--- src/rtl/mdio_pkg.sv ---
package mdio_pkg;
  localparam int PHY_W   = 5;
  localparam int REG_W   = 5;
  localparam int DATA_W  = 16;
  localparam int PRE_LEN = 32;
  localparam int SEL_W   = 2;
  localparam int CNT_W   = 5;
  localparam int HDR_W      = 4 + PHY_W + REG_W;
  localparam int POST_W     = HDR_W + 2 + DATA_W;
  localparam int FRAME_BITS = PRE_LEN + POST_W;

  typedef enum logic [1:0] {
    OP_WR = 2'b01,
    OP_RD = 2'b10
  } mdio_op_e;

  function automatic logic [CNT_W-1:0] div_of(logic [SEL_W-1:0] sel);
    case (sel)
      2'd0:    return CNT_W'(4);
      2'd1:    return CNT_W'(8);
      2'd2:    return CNT_W'(16);
      default: return CNT_W'(28);
    endcase
  endfunction
endpackage

--- src/rtl/mdio_clkgen.sv ---
module mdio_clkgen #(
  parameter int CNT_W = 5
) (
  input  logic             clk_i,
  input  logic             rst_ni,
  input  logic             run_i,
  input  logic [CNT_W-1:0] div_i,
  output logic             mdc_o,
  output logic             rise_o,
  output logic             fall_o
);
  logic [CNT_W-1:0] cnt_q;
  logic [CNT_W-1:0] half;

  assign half   = div_i >> 1;
  assign rise_o = run_i && (cnt_q == half - CNT_W'(1));
  assign fall_o = run_i && (cnt_q == div_i - CNT_W'(1));

  always_ff @(posedge clk_i or negedge rst_ni) begin
    if (!rst_ni) begin
      cnt_q <= '0;
      mdc_o <= 1'b0;
    end else if (!run_i) begin
      cnt_q <= '0;
      mdc_o <= 1'b0;
    end else begin
      cnt_q <= fall_o ? '0 : cnt_q + CNT_W'(1);
      if (rise_o)      mdc_o <= 1'b1;
      else if (fall_o) mdc_o <= 1'b0;
    end
  end
endmodule

--- src/rtl/mdio_serializer.sv ---
module mdio_serializer
  import mdio_pkg::*;
#(
  parameter int PHY_W   = 5,
  parameter int REG_W   = 5,
  parameter int DATA_W  = 16,
  parameter int PRE_LEN = 32
) (
  input  logic              clk_i,
  input  logic              rst_ni,
  input  logic              start_i,
  input  logic              rd_i,
  input  logic [PHY_W-1:0]  phy_i,
  input  logic [REG_W-1:0]  reg_i,
  input  logic [DATA_W-1:0] data_i,
  input  logic              rise_i,
  input  logic              fall_i,
  input  logic              mdio_i,
  output logic              busy_o,
  output logic              mdio_o,
  output logic              mdio_oe_o,
  output logic [DATA_W-1:0] rd_data_o
);
  localparam int L_HDR   = 4 + PHY_W + REG_W;
  localparam int L_POST  = L_HDR + 2 + DATA_W;
  localparam int L_FRAME = PRE_LEN + L_POST;
  localparam int IDX_W   = $clog2(L_FRAME);
  localparam logic [IDX_W-1:0] LAST_IDX = IDX_W'(L_FRAME - 1);
  localparam logic [IDX_W-1:0] PRE_END  = IDX_W'(PRE_LEN);
  localparam logic [IDX_W-1:0] REL_IDX  = IDX_W'(PRE_LEN + L_HDR);
  localparam logic [IDX_W-1:0] CAP_IDX  = IDX_W'(PRE_LEN + L_HDR + 2);

  logic              busy_q, rd_q;
  logic [IDX_W-1:0]  idx_q;
  logic [L_POST-1:0] word_q;
  logic [DATA_W-1:0] cap_q, rd_data_q;

  always_ff @(posedge clk_i or negedge rst_ni) begin
    if (!rst_ni) begin
      busy_q    <= 1'b0;
      rd_q      <= 1'b0;
      idx_q     <= '0;
      word_q    <= '0;
      cap_q     <= '0;
      rd_data_q <= '0;
    end else if (start_i && !busy_q) begin
      busy_q <= 1'b1;
      rd_q   <= rd_i;
      idx_q  <= '0;
      word_q <= {2'b01, (rd_i ? OP_RD : OP_WR), phy_i, reg_i, 2'b10,
                 (rd_i ? {DATA_W{1'b0}} : data_i)};
    end else if (busy_q) begin
      if (rise_i && rd_q && idx_q >= CAP_IDX) cap_q <= {cap_q[DATA_W-2:0], mdio_i};
      if (fall_i) begin
        idx_q <= idx_q + IDX_W'(1);
        if (idx_q >= PRE_END) word_q <= word_q << 1;
        if (idx_q == LAST_IDX) begin
          busy_q <= 1'b0;
          if (rd_q) rd_data_q <= cap_q;
        end
      end
    end
  end

  assign busy_o    = busy_q;
  assign rd_data_o = rd_data_q;
  // idle line reads as ones; drive enable carries the real state
  assign mdio_o    = !busy_q || (idx_q < PRE_END) || word_q[L_POST-1];
  assign mdio_oe_o = busy_q && !(rd_q && idx_q >= REL_IDX);
endmodule

--- src/rtl/mdio_master.sv ---
module mdio_master
  import mdio_pkg::*;
#(
  parameter int P_PHY_W   = PHY_W,
  parameter int P_REG_W   = REG_W,
  parameter int P_DATA_W  = DATA_W,
  parameter int P_PRE_LEN = PRE_LEN
) (
  input  logic                       clk_i,
  input  logic                       rst_ni,
  input  logic                       addr_we_i,
  input  logic [P_PHY_W+P_REG_W-1:0] addr_i,
  input  logic                       wr_we_i,
  input  logic [P_DATA_W-1:0]        wr_data_i,
  input  logic                       read_cmd_i,
  input  logic [SEL_W-1:0]           div_sel_i,
  input  logic                       mdio_i,
  output logic                       busy_o,
  output logic [P_DATA_W-1:0]        rd_data_o,
  output logic                       mdc_o,
  output logic                       mdio_o,
  output logic                       mdio_oe_o
);
  localparam int ADDR_W = P_PHY_W + P_REG_W;

  logic [ADDR_W-1:0] addr_q;
  logic              rd_prev_q;
  logic [CNT_W-1:0]  div_q;
  logic              start_wr, start_rd, start, rise, fall;

  // write strobe wins over a coincident read edge
  assign start_wr = wr_we_i && !busy_o;
  assign start_rd = read_cmd_i && !rd_prev_q && !busy_o && !wr_we_i;
  assign start    = start_wr || start_rd;

  always_ff @(posedge clk_i or negedge rst_ni) begin
    if (!rst_ni) begin
      addr_q    <= '0;
      rd_prev_q <= 1'b0;
      div_q     <= CNT_W'(4);
    end else begin
      rd_prev_q <= read_cmd_i;
      if (addr_we_i) addr_q <= addr_i;
      if (start)     div_q  <= div_of(div_sel_i);
    end
  end

  mdio_clkgen #(.CNT_W(CNT_W)) u_clkgen (
    .clk_i  (clk_i),
    .rst_ni (rst_ni),
    .run_i  (busy_o),
    .div_i  (div_q),
    .mdc_o  (mdc_o),
    .rise_o (rise),
    .fall_o (fall)
  );

  mdio_serializer #(
    .PHY_W  (P_PHY_W),
    .REG_W  (P_REG_W),
    .DATA_W (P_DATA_W),
    .PRE_LEN(P_PRE_LEN)
  ) u_ser (
    .clk_i    (clk_i),
    .rst_ni   (rst_ni),
    .start_i  (start),
    .rd_i     (start_rd),
    .phy_i    (addr_q[ADDR_W-1:P_REG_W]),
    .reg_i    (addr_q[P_REG_W-1:0]),
    .data_i   (wr_data_i),
    .rise_i   (rise),
    .fall_i   (fall),
    .mdio_i   (mdio_i),
    .busy_o   (busy_o),
    .mdio_o   (mdio_o),
    .mdio_oe_o(mdio_oe_o),
    .rd_data_o(rd_data_o)
  );
endmodule

--- config.mk ---
export PLATFORM = sky130hd
export DESIGN_NAME = mdio_master
export DESIGN_NICKNAME = d
export VERILOG_FILES = /design/src/rtl/mdio_pkg.sv /design/src/rtl/mdio_clkgen.sv /design/src/rtl/mdio_serializer.sv /design/src/rtl/mdio_master.sv
export SDC_FILE = /design/constraint.sdc
export NUM_CORES = 1
export LEC_CHECK = 0
export ABC_AREA = 0
export BUFFER_PORTS_ARGS = -buffer_cell sky130_fd_sc_hd__buf_2
export CAP_MARGIN = 25
export CELL_PAD_IN_SITES_DETAIL_PLACEMENT = 2
export CELL_PAD_IN_SITES_GLOBAL_PLACEMENT = 2
export CORE_ASPECT_RATIO = 1.2
export CORE_MARGIN = 5
export CORE_UTILIZATION = 38
export DETAILED_ROUTE_END_ITERATION = 16
export GPL_TIMING_DRIVEN = 0
export PLACE_DENSITY_LB_ADDON = 0.1
export SYNTH_ARGS = -nofsm -noshare
export SYNTH_HDL_FRONTEND = slang
export SYNTH_SLANG_ARGS = --single-unit
--- constraint.sdc ---
create_clock -name clk_i -period 3.9 [get_ports clk_i]
set_clock_uncertainty 0.2 [all_clocks]
set_input_delay 0.585 -clock clk_i [delete_from_list [all_inputs] [get_ports clk_i]]
set_output_delay 0.585 -clock clk_i [all_outputs]
set_load 0.05 [all_outputs]
After elaboration in Yosys (flattened, before gate mapping):

Cells that the tools add are included.

* bits in registers: 94
* bits in latches: 0
* memory bits (writable): 0
* bits in read-only memories: 0
* input bits: 34
* output and inout bits: 20
* word-level logic and storage cells: 71
* memories kept: 0

* add/subtract/negate cells: 4
* multipliers: 0
* div/mod/pow operators: 0
* order comparisons: 4
* equality and inequality tests: 6
* shift-type cells: 0
* muxes and demuxes: 19
* bitwise operators: 1
* reduce and logical (&&, ||, !) cells: 26

Operators by type and width (number)
* two-way mux 32 bit: 4
* >= comparator 6 bit (second input constant): 3
* two-way mux 6 bit: 3
* two-way mux 16 bit: 1
* case mux 5 bit (3 select lines): 1
* logical AND 1 bit: 11
* == test 5 bit: 2
* two-way mux 5 bit: 2
* two-way mux 1 bit: 7
* adder 6 x 1 -> 6 bit (second input constant): 1
* == test 6 bit (second input constant): 1
* < comparator 6 bit (second input constant): 1
* AND reduction 3 bit: 2
* nonzero test 2 bit: 3
* adder 5 x 1 -> 5 bit (second input constant): 1
* AND reduction 5 bit: 1
* subtractor 4 x 1 -> 5 bit (second input constant): 1
* subtractor 5 x 1 -> 5 bit (second input constant): 1
* logical NOT 1 bit: 4
* logical OR 1 bit: 3
* != test 3 x 2 -> 1 bit (second input constant): 1
* == test 2 x 1 -> 1 bit (second input constant): 1
* == test 2 bit (second input constant): 1
* logical NOT 2 bit: 1
* 3 further kinds: 3

Logic depth before layout (Yosys ltp):

Gate-level depths: netlist (run 1).

* depth in word-level cells: 8
* gate-level depth with buffers: 9
* gate-level depth less buffers: 7

Hierarchy:

From an unflattened synthesis (run 1), not the netlist that was laid out.

* cell total of the unflattened synthesis: 377
* area total of the unflattened synthesis: 4520.6 µm²

Modules (own cells, without submodules)
* mdio_serializer: instances 1, cells an instance 279, area an instance 3375.7 µm², sequential area each 1801.7 µm²
* mdio_master: instances 1, cells an instance 42, area an instance 606.8 µm², sequential area each 351.6 µm²
* mdio_clkgen: instances 1, cells an instance 56, area an instance 538.0 µm², sequential area each 150.1 µm²

Least setup slack after synthesis (run 1):

Ideal clock, no wire load.

* path kind: flip-flop to flip-flop
* from: register div_q[2]
* to: register u_ser.rd_data_q[10] (netlist: u_ser.rd_data_o[10])
* setup time: 127 ps
* data arrival time: 2383 ps
* data required time: 3573 ps
* setup slack: 1189 ps
* stages on the path, launching flop included: 9
* path buffers: 2
* period minus slack after synthesis: 2711 ps
* cells stage by stage: dfstp_2 inv_1 ha_1 xnor2_1 or4_4 buf_6 nor2_8 buf_6 mux2_1

* word-level cells in the longest chain between the ends: 4

RTL lines
* start: declaration: RTL line mdio_master.sv:28 `logic [CNT_W-1:0] div_q;`
* start signal: assignment: RTL line mdio_master.sv:44 `if (start) div_q <= div_of(div_sel_i);`
* subtractor 5 x 1 -> 5 bit: RTL line mdio_clkgen.sv:17 `assign fall_o = run_i && (cnt_q == div_i - CNT_W'(1));`
* == test 5 bit: RTL line mdio_clkgen.sv:17
* logical AND 1 bit: RTL line mdio_clkgen.sv:17
* AND reduction 5 bit (no source line)
* end signal: assignment: RTL line mdio_serializer.sv:59 `if (rd_q) rd_data_q <= cap_q;`
* end: declaration: RTL line mdio_serializer.sv:36 `logic [DATA_W-1:0] cap_q, rd_data_q;`

Every way passes these cells.
A chain may end at the register's enable or synchronous reset.

Worst setup path after layout (run 1):

* from: register div_q[2]
* to: register u_ser.cap_q[6]

* word-level cells in the longest chain between the ends: 6

RTL lines
* subtractor 4 x 1 -> 5 bit: RTL line mdio_clkgen.sv:16 `assign rise_o = run_i && (cnt_q == half - CNT_W'(1));`
* == test 5 bit: RTL line mdio_clkgen.sv:16
* logical AND 1 bit: RTL line mdio_clkgen.sv:16
* logical AND 1 bit (2 in a row): RTL line mdio_serializer.sv:53 `if (rise_i && rd_q && idx_q >= CAP_IDX) cap_q <= {cap_q[DATA_W-2:0], mdio_i};`
* AND reduction 3 bit (no source line)
* end signal: assignment: RTL line mdio_serializer.sv:53
* end: declaration: RTL line mdio_serializer.sv:36

Every way passes these cells.

==> run_results.csv, run 1 <==
group,metric,value,unit
clocking,cts_hold_buf,0,
cells_and_area,synthToLayoutAreaGrowth,18.31,%
global_routing,grtUsageTotal,16.45,%
clocking,clk_latency,340,ps
synth,synth_top_area_share,56.28,%
sta,rsz0062_at_grt,"no",
hold_path,hp-class,"input port to async pin",
synth,ys_types,44,
setup_path,crit_buf_inv,2,
synth,synth.area.top_cells,"dfrtp_1, mux2_2, nand2_1, nand3_1, mux2_1",
global_routing,grt_overflow,0,
synth,yosys_warnings,0,
sta,fmax,338.4,MHz
synth,async_flop_share,100.0,%
synth,muxShareOfSynthArea,12.43,%
power,ir_worst_vdd,0.2736,mV
power,switchingPower,1.123,mW
cells_and_area,final_common_cell,"dfrtp_1",
synth,ys.flop_type,"dfrtp_1",
clocking,cts.reportedPaths.clkPinSlew,70,ps
setup_path,cpMaxStageDelayCell,"dfstp_2",
sta,worst_pin_slew,769.1,ps
synth,synth-compound-area-share,7.297,%
power,cellPowerDensity,675.7,nW/µm²
cells_and_area,regArea,2303,µm²
die,core,10470,µm²
synth,synth_xor_area_share,2.783,%
setup_path,critPathCaptureType,"flip-flop",
cells_and_area,final_cell_mix,"dfrtp_1, buf_2, nand2_1",
sta,slew_violations,0,
die,die_w,104.2,µm
drt,routed_wl,9893,µm
setup_path,cp.arrival,2970,ps
drt,via_count,2841,
power,internal_power,2.111,mW
die,fp-row-count,41,
clocking,cts_sinks,92,
sta,setup_slack,944.6,ps
die,dieArea,12820,µm²
clocking,htree_levels,3,
synth,ys_seq_area_share,56.93,%
synth,synth-edff-count,0,
drt,drtAntennaViolNets,0,
sta,slew_headroom,48.54,%
setup_path,cpPeakStageDelay,580,ps
clocking,cts_buffer_depth,2,
synth,synth_cells,344,
cells_and_area,multi_input_area,1598,µm²
die,die_h,123.0,µm
sta,final.setup.tns,0,ps
cells_and_area,antenna_cells,0,
setup_path,crit_type,"flip-flop to flip-flop",
power,pwr-share-comb,30.2,%
cells_and_area,nFillCells,1104,
clocking,cts_tree,"done",
setup_path,crit_required,3920,ps
sta,hold_viol,0,
power,seq_power_share,43.9,%
job,drv_cap,0,
synth,syn_area,4046,µm²
sta,setup_viol,0,
placed_design,place.detailed.hpwl,6921,µm
clocking,root_buffer,"clkbuf_16",
clocking,numCtsBuffers,9,
synth,ys_seq_elements,92,
die,start_util,38.67,%
setup_path,path_max_fanout,10,
synth,synth-adder-area-share,2.165,%
placed_design,pre_cts_ws,898.6,ps
global_routing,grt_max_degree,48,
setup_path,startpoint_type,"flip-flop",
drt,vias_per_cell,5.242,
power,p_leak,2.378,nW
drt,firstDrtPassIters,4,
power,clkPwrFrac,26.0,%
global_routing,antenna_found_initial,0,
clocking,cts_setup_buffers,0,
drt,drt_iter0_drc,102,
global_routing,grt_pass1_vias,3247,
drt,wl_per_cell,18.25,µm
setup_path,cpLargestDelayFamily,"simple AND/OR/NAND/NOR gates",
drt,drc,0,
placed_design,place_congestion,0.7124,
synth,synth_top_family_by_area,"simple AND/OR/NAND/NOR gates",
setup_path,crit_path_cell_trace,"inv_1, ha_1, xor2_1, nor4b_1, a31oi_1, nor3_2, buf_2, mux2_2",
clocking,cts-resized-gates,0,
sta,period_minus_slack,2955,ps
run_status,outcome,"finished clean",
cells_and_area,layout-drive-gt1-share,30.02,%
synth,avgSynthCellArea,11.76,µm²
synth,synth_simple_gate_area_share,14.81,%
placed_design,port_buffers,52,
global_routing,grt_pass1_wl,17040,µm
power,switching_share,34.73,%
sta,finalCritPeriodShare,75.78,%
synth,synth_nets,385,
cells_and_area,nNetsFinal,449,
die,io_pins,54,
synth,yosys.area.top_type,"dfrtp_1",
cell usage after synthesis (3+ instances only):
cell type and instances:
nand3_1 24, dfrtp_1 91, ha_1 7, o21ai_0 5, a221o_1 9, nor2_1 25
clkbuf_1 11, inv_1 9, nor3_1 3, mux2i_1 3, xor2_1 6, buf_2 4
mux2_1 10, a21oi_1 6, and3_2 5, and3_1 7, mux2_2 32, a31oi_1 16
xnor2_1 4, nand4_1 4, nand2_1 37
cell type report:
class,count,area share [%]
buffer,20,2.326
clock buffer,11,5.280
clock inverter,5,0.7580
inverter,9,0.7057
multi-input combinational,223,33.38
sequential,92,48.12
tap,129,3.372
timing repair buffer,53,6.064
stage by stage:
stage	area [µm²]	utilization, %	hold slack (ps)	std cells	total power, mW
6_report	4787	45.74	79.48	542	3.235
3_5_place_dp	4498	42.98	273.6	526	2.410
3_3_place_gp	4468	42.69	264.3	525	2.342
4_1_cts	4787	45.74	94.96	542	3.293
5_1_grt	4787	45.74	124.7	542	3.475
2_1_floorplan	4046	-	89.41	344	2.120
final timing paths:
check,slack [ps],depth (start not counted),start,endpoint
max reg2reg,940,8,div_q[2],u_ser.cap_q[6]
max,940,8,div_q[2],u_ser.cap_q[6]
min in group clk_i,170,1,read_cmd_i,rd_prev_q
min,80,1,rst_ni,u_ser.cap_q[5]
max in group asynchronous,2720,2,rst_ni,div_q[2]
min reg2reg,290,1,u_ser.rd_data_o[8],u_ser.rd_data_o[8]
registers in the layout, indices dropped and copies added (netlist names):
signal,count
u_ser.busy_o,1
u_ser.word_q,32
u_clkgen.mdc_o,1
u_ser.rd_data_o,16
div_q,3
u_ser.cap_q,16
u_ser.rd_q,1
u_ser.idx_q,6
rd_prev_q,1
addr_q,10
u_clkgen.cnt_q,5
power by group through the flow:
stage | Combinational, mW | Sequential, mW | Clock (mW)
final | 0.976 | 1.42 | 0.841
after global routing | 1.11 | 1.45 | 0.911
after CTS | 1.00 | 1.42 | 0.869
after detailed placement | 0.980 | 1.43 | 0
after global placement | 0.923 | 1.42 | 0
after floorplan | 0.729 | 1.39 | 0
routing by layer:
layer,GRT usage [%],part of all wire (%),wire [µm]
met1,20.36,43,4302
met2,29.03,52,5188
met3,3.446,3.0,299
met4,5.020,1.0,103
met5,0,0,0
worst register-to-register path, delay by kind of cell (launching register included):
kind / cells / cell delay [ps]
compound gates: 1 / 110
xor+xnor: 1 / 160
fa+ha+maj: 1 / 230
buf+inv: 2 / 430
flops: 1 / 580
mux: 1 / 370
simple gates: 2 / 760
kinds of logic after synthesis:
logic type | Yosys count
simple gates | 118
flops | 92
mux | 45
compound gates | 42
buf+inv | 29
xor+xnor | 11
fa+ha+maj | 7
No activity file was read; power rests on OpenSTA's default activity.
==> inputs of run 2 (changes only) <==
--- a/config.mk
+++ b/config.mk
@@ -5,14 +5,14 @@
 export SDC_FILE = /design/constraint.sdc
 export NUM_CORES = 1
 export LEC_CHECK = 0
-export ABC_AREA = 0
+export ABC_AREA = 1
 export BUFFER_PORTS_ARGS = -buffer_cell sky130_fd_sc_hd__buf_2
 export CAP_MARGIN = 25
 export CELL_PAD_IN_SITES_DETAIL_PLACEMENT = 2
 export CELL_PAD_IN_SITES_GLOBAL_PLACEMENT = 2
 export CORE_ASPECT_RATIO = 1.2
 export CORE_MARGIN = 5
-export CORE_UTILIZATION = 38
+export CORE_UTILIZATION = 31
 export DETAILED_ROUTE_END_ITERATION = 16
 export GPL_TIMING_DRIVEN = 0
 export PLACE_DENSITY_LB_ADDON = 0.1
==> constraint.sdc (replaced) <==
create_clock -name clk_i -period 2.5 [get_ports clk_i]
set_clock_uncertainty 0.2 [all_clocks]
set_input_delay 0.375 -clock clk_i [delete_from_list [all_inputs] [get_ports clk_i]]
set_output_delay 0.375 -clock clk_i [all_outputs]
set_load 0.05 [all_outputs]
==> run_results.csv, run 2 <==
group,metric,value,unit
drt,drc,0,
cells_and_area,fin_util,37.46,%
sta,finalCritPeriodShare,93.79,%
placed_design,placed_cells,794,
drt,firstDrtPassIters,4,
synth,yosys_warnings,0,
drt,wl_per_cell,15.51,µm
setup_path,path_max_fanout,7,
setup_path,ff2ff_setup_slack,160,ps
setup_path,cpMaxStageDelayCell,"dfstp_2",
setup_path,cp.arrival,2360,ps
clocking,htree_levels,3,
synth,synth_cells,566,
sta,hold_viol,0,
placed_design,port_buffers,52,
cells_and_area,final_area,5399,µm²
cells_and_area,antenna_cells,0,
clocking,root_buffer,"clkbuf_16",
sta,period_minus_slack,2345,ps
synth,async_flop_share,100.0,%
sta,final.setup.tns,0,ps
clocking,clk_latency,350,ps
clocking,cts_tree,"done",
setup_path,crit_end,"u_ser.word_q[0]",
synth,ys_seq_elements,92,
global_routing,grtUsageTotal,15.69,%
run_status,outcome,"finished clean",
die,dieArea,17270,µm²
die,start_util,31.69,%
hold_path,hp-class,"input port to flip-flop",
setup_path,cpPeakStageDelay,570,ps
sta,setup_slack,155.3,ps
sta,slew_violations,0,
drt,drtAntennaViolNets,0,
drt,routed_wl,12610,µm
synth,avgSynthCellArea,8.071,µm²
cells_and_area,largest_register,"u_ser.word_q",
cells_and_area,largest_reg_flops,32,
global_routing,grt_pass1_vias,4457,
setup_path,startpoint,"div_q[2]",
sta,setup_viol,0,
die,core,14410,µm²
cells_and_area,final_cell_mix,"nand2_1, dfrtp_1, buf_2",
global_routing,grt_max_degree,62,
clocking,cts_buffer_depth,2,
sta,fmax,426.5,MHz
synth,ys_types,29,
sta,rsz0062_at_grt,"yes",
global_routing,grt_overflow,0,
cells_and_area,synthToLayoutAreaGrowth,18.19,%
cells_and_area,final_cells,813,
drt,drt_iter0_drc,156,
placed_design,pre_cts_ws,117.7,ps
die,io_pins,54,
power,ir_worst_vdd,0.2035,mV
placed_design,place_congestion,0.7947,
die,fp-row-count,48,
cells_and_area,nNetsFinal,675,
die,die_h,143.0,µm
global_routing,grt_pass1_wl,21870,µm
setup_path,regToRegEndpoint,"u_ser.word_q[0]",
sta,hold_slack,39.51,ps
power,cellPowerDensity,535.2,nW/µm²
power,power,2.889,mW
sta,worst_pin_slew,477.1,ps
synth,synth-edff-count,0,
synth,yosys-top-cells-count,"nand2_1, dfrtp_1, nand3_1",
setup_path,crit_type,"flip-flop to flip-flop",
die,die_w,120.8,µm
setup_path,reg2reg_depth,9,
synth,yosys.area.top_type,"dfrtp_1",
global_routing,antenna_found_initial,0,
drt,via_count,4005,
job,drv_cap,0,
synth,synth_nets,607,
synth,synth_top_area_share,49.85,%
cells_and_area,layout-drive-gt1-share,18.97,%
setup_path,startpoint_type,"flip-flop",
clocking,numCtsBuffers,9,
synth,ys.flop_type,"dfrtp_1",
sta,slew_headroom,68.19,%
clocking,cts.reportedPaths.clkPinSlew,60,ps
setup_path,crit_path_cell_trace,"inv_2, ha_1, inv_1, nand2_2, nand2_2, nor2_2, nand2_1, nor2_2, o21ai_0",
setup_path,r2r_start,"div_q[2]",
setup_path,critPathCaptureType,"flip-flop",
cells_and_area,final_common_cell,"nand2_1",
synth,syn_area,4568,µm²
clocking,cts_sinks,92,
placed_design,place.detailed.hpwl,9450,µm
synth,ys_seq_area_share,50.42,%
power,p_leak,2.947,nW
synth,synth.area.top_cells,"dfrtp_1, nand2_1, nand3_1, nand4_1, o21ai_0",
setup_path,crit_required,2510,ps
drt,vias_per_cell,4.926,
synth,synthMostInstantiatedCell,"nand2_1",
placed_design,placed_area,5077,µm²
run 2: cell count changes in the layout (fill, tap and decap cells not counted), sizes merged, moves of 22 or more:
cell / delta
inv: +27
mux2: -42
nand3: +34
o21ai: +22
nand2: +212
nand4: +30
run 2: worst max-delay path: cells and delay by family (launching register included):
kind | cells | cell delay (ps)
adder cells (fa/ha/maj) | 1 | 350
flip-flops | 1 | 570
AO/OA/AOI/OAI | 1 | 120
buffers and inverters | 2 | 160
AND/OR/NAND/NOR | 5 | 810
run 2: cell families after synthesis:
family,count (synthesis),share of synthesized area (%)
XOR/XNOR,6,1.150
AO/OA/AOI/OAI,31,3.451
adder cells (fa/ha/maj),7,1.917
buffers and inverters,63,7.067
flip-flops,92,50.42
AND/OR/NAND/NOR,367,35.99
run 2: repair_timing:
| item | in CTS | in global routing |
|---|---|---|
| hold buffers | 2 | 0 |
| endpoints found under the hold margin | 31 | 0 |
| setup endpoints to repair | 0 | 33 |
| resized for setup | 0 | 3 |
| buffers inserted | 0 | 2 |
run 2: how the worst min path moves through the flow:
stage                        from                 end  cells past startpoint
5_1_grt                 addr_i[7]           addr_q[7]                      3
6_report                addr_i[4]           addr_q[4]                      3
2_1_floorplan              rst_ni           addr_q[0]                      0
4_1_cts                 addr_i[4]           addr_q[4]                      3
3_3_place_gp   u_ser.rd_data_o[9]  u_ser.rd_data_o[9]                      2
3_5_place_dp               rst_ni            div_q[4]                      1
run 2: layer usage:
| metal | part of all wire [%] | global-route usage [%] |
|---|---|---|
| met4 | 1.1 | 5.012 |
| met1 | 45 | 19.02 |
| met2 | 51 | 28.55 |
| met5 | 0 | 0 |
| met3 | 2.5 | 2.377 |
run 2: report_power, final:
part / total [mW] / switching (mW) / internal, mW
Clock: 1.29 / 0.609 / 0.678
Sequential: 1.51 / 0.00574 / 1.50
Combinational: 0.0920 / 0.0585 / 0.0335
Total: 2.89 / 0.674 / 2.22
run 2: cell type report:
type,count,area (µm²)
well taps,175,219.0
clock buffers,9,225.2
fillers,1669,9015
repair buffers,57,325.3
inverters,35,131.4
plain buffers,28,191.4
flip-flops and latches,92,2303
multi-input cells,411,1956
clock inverters,6,47.55
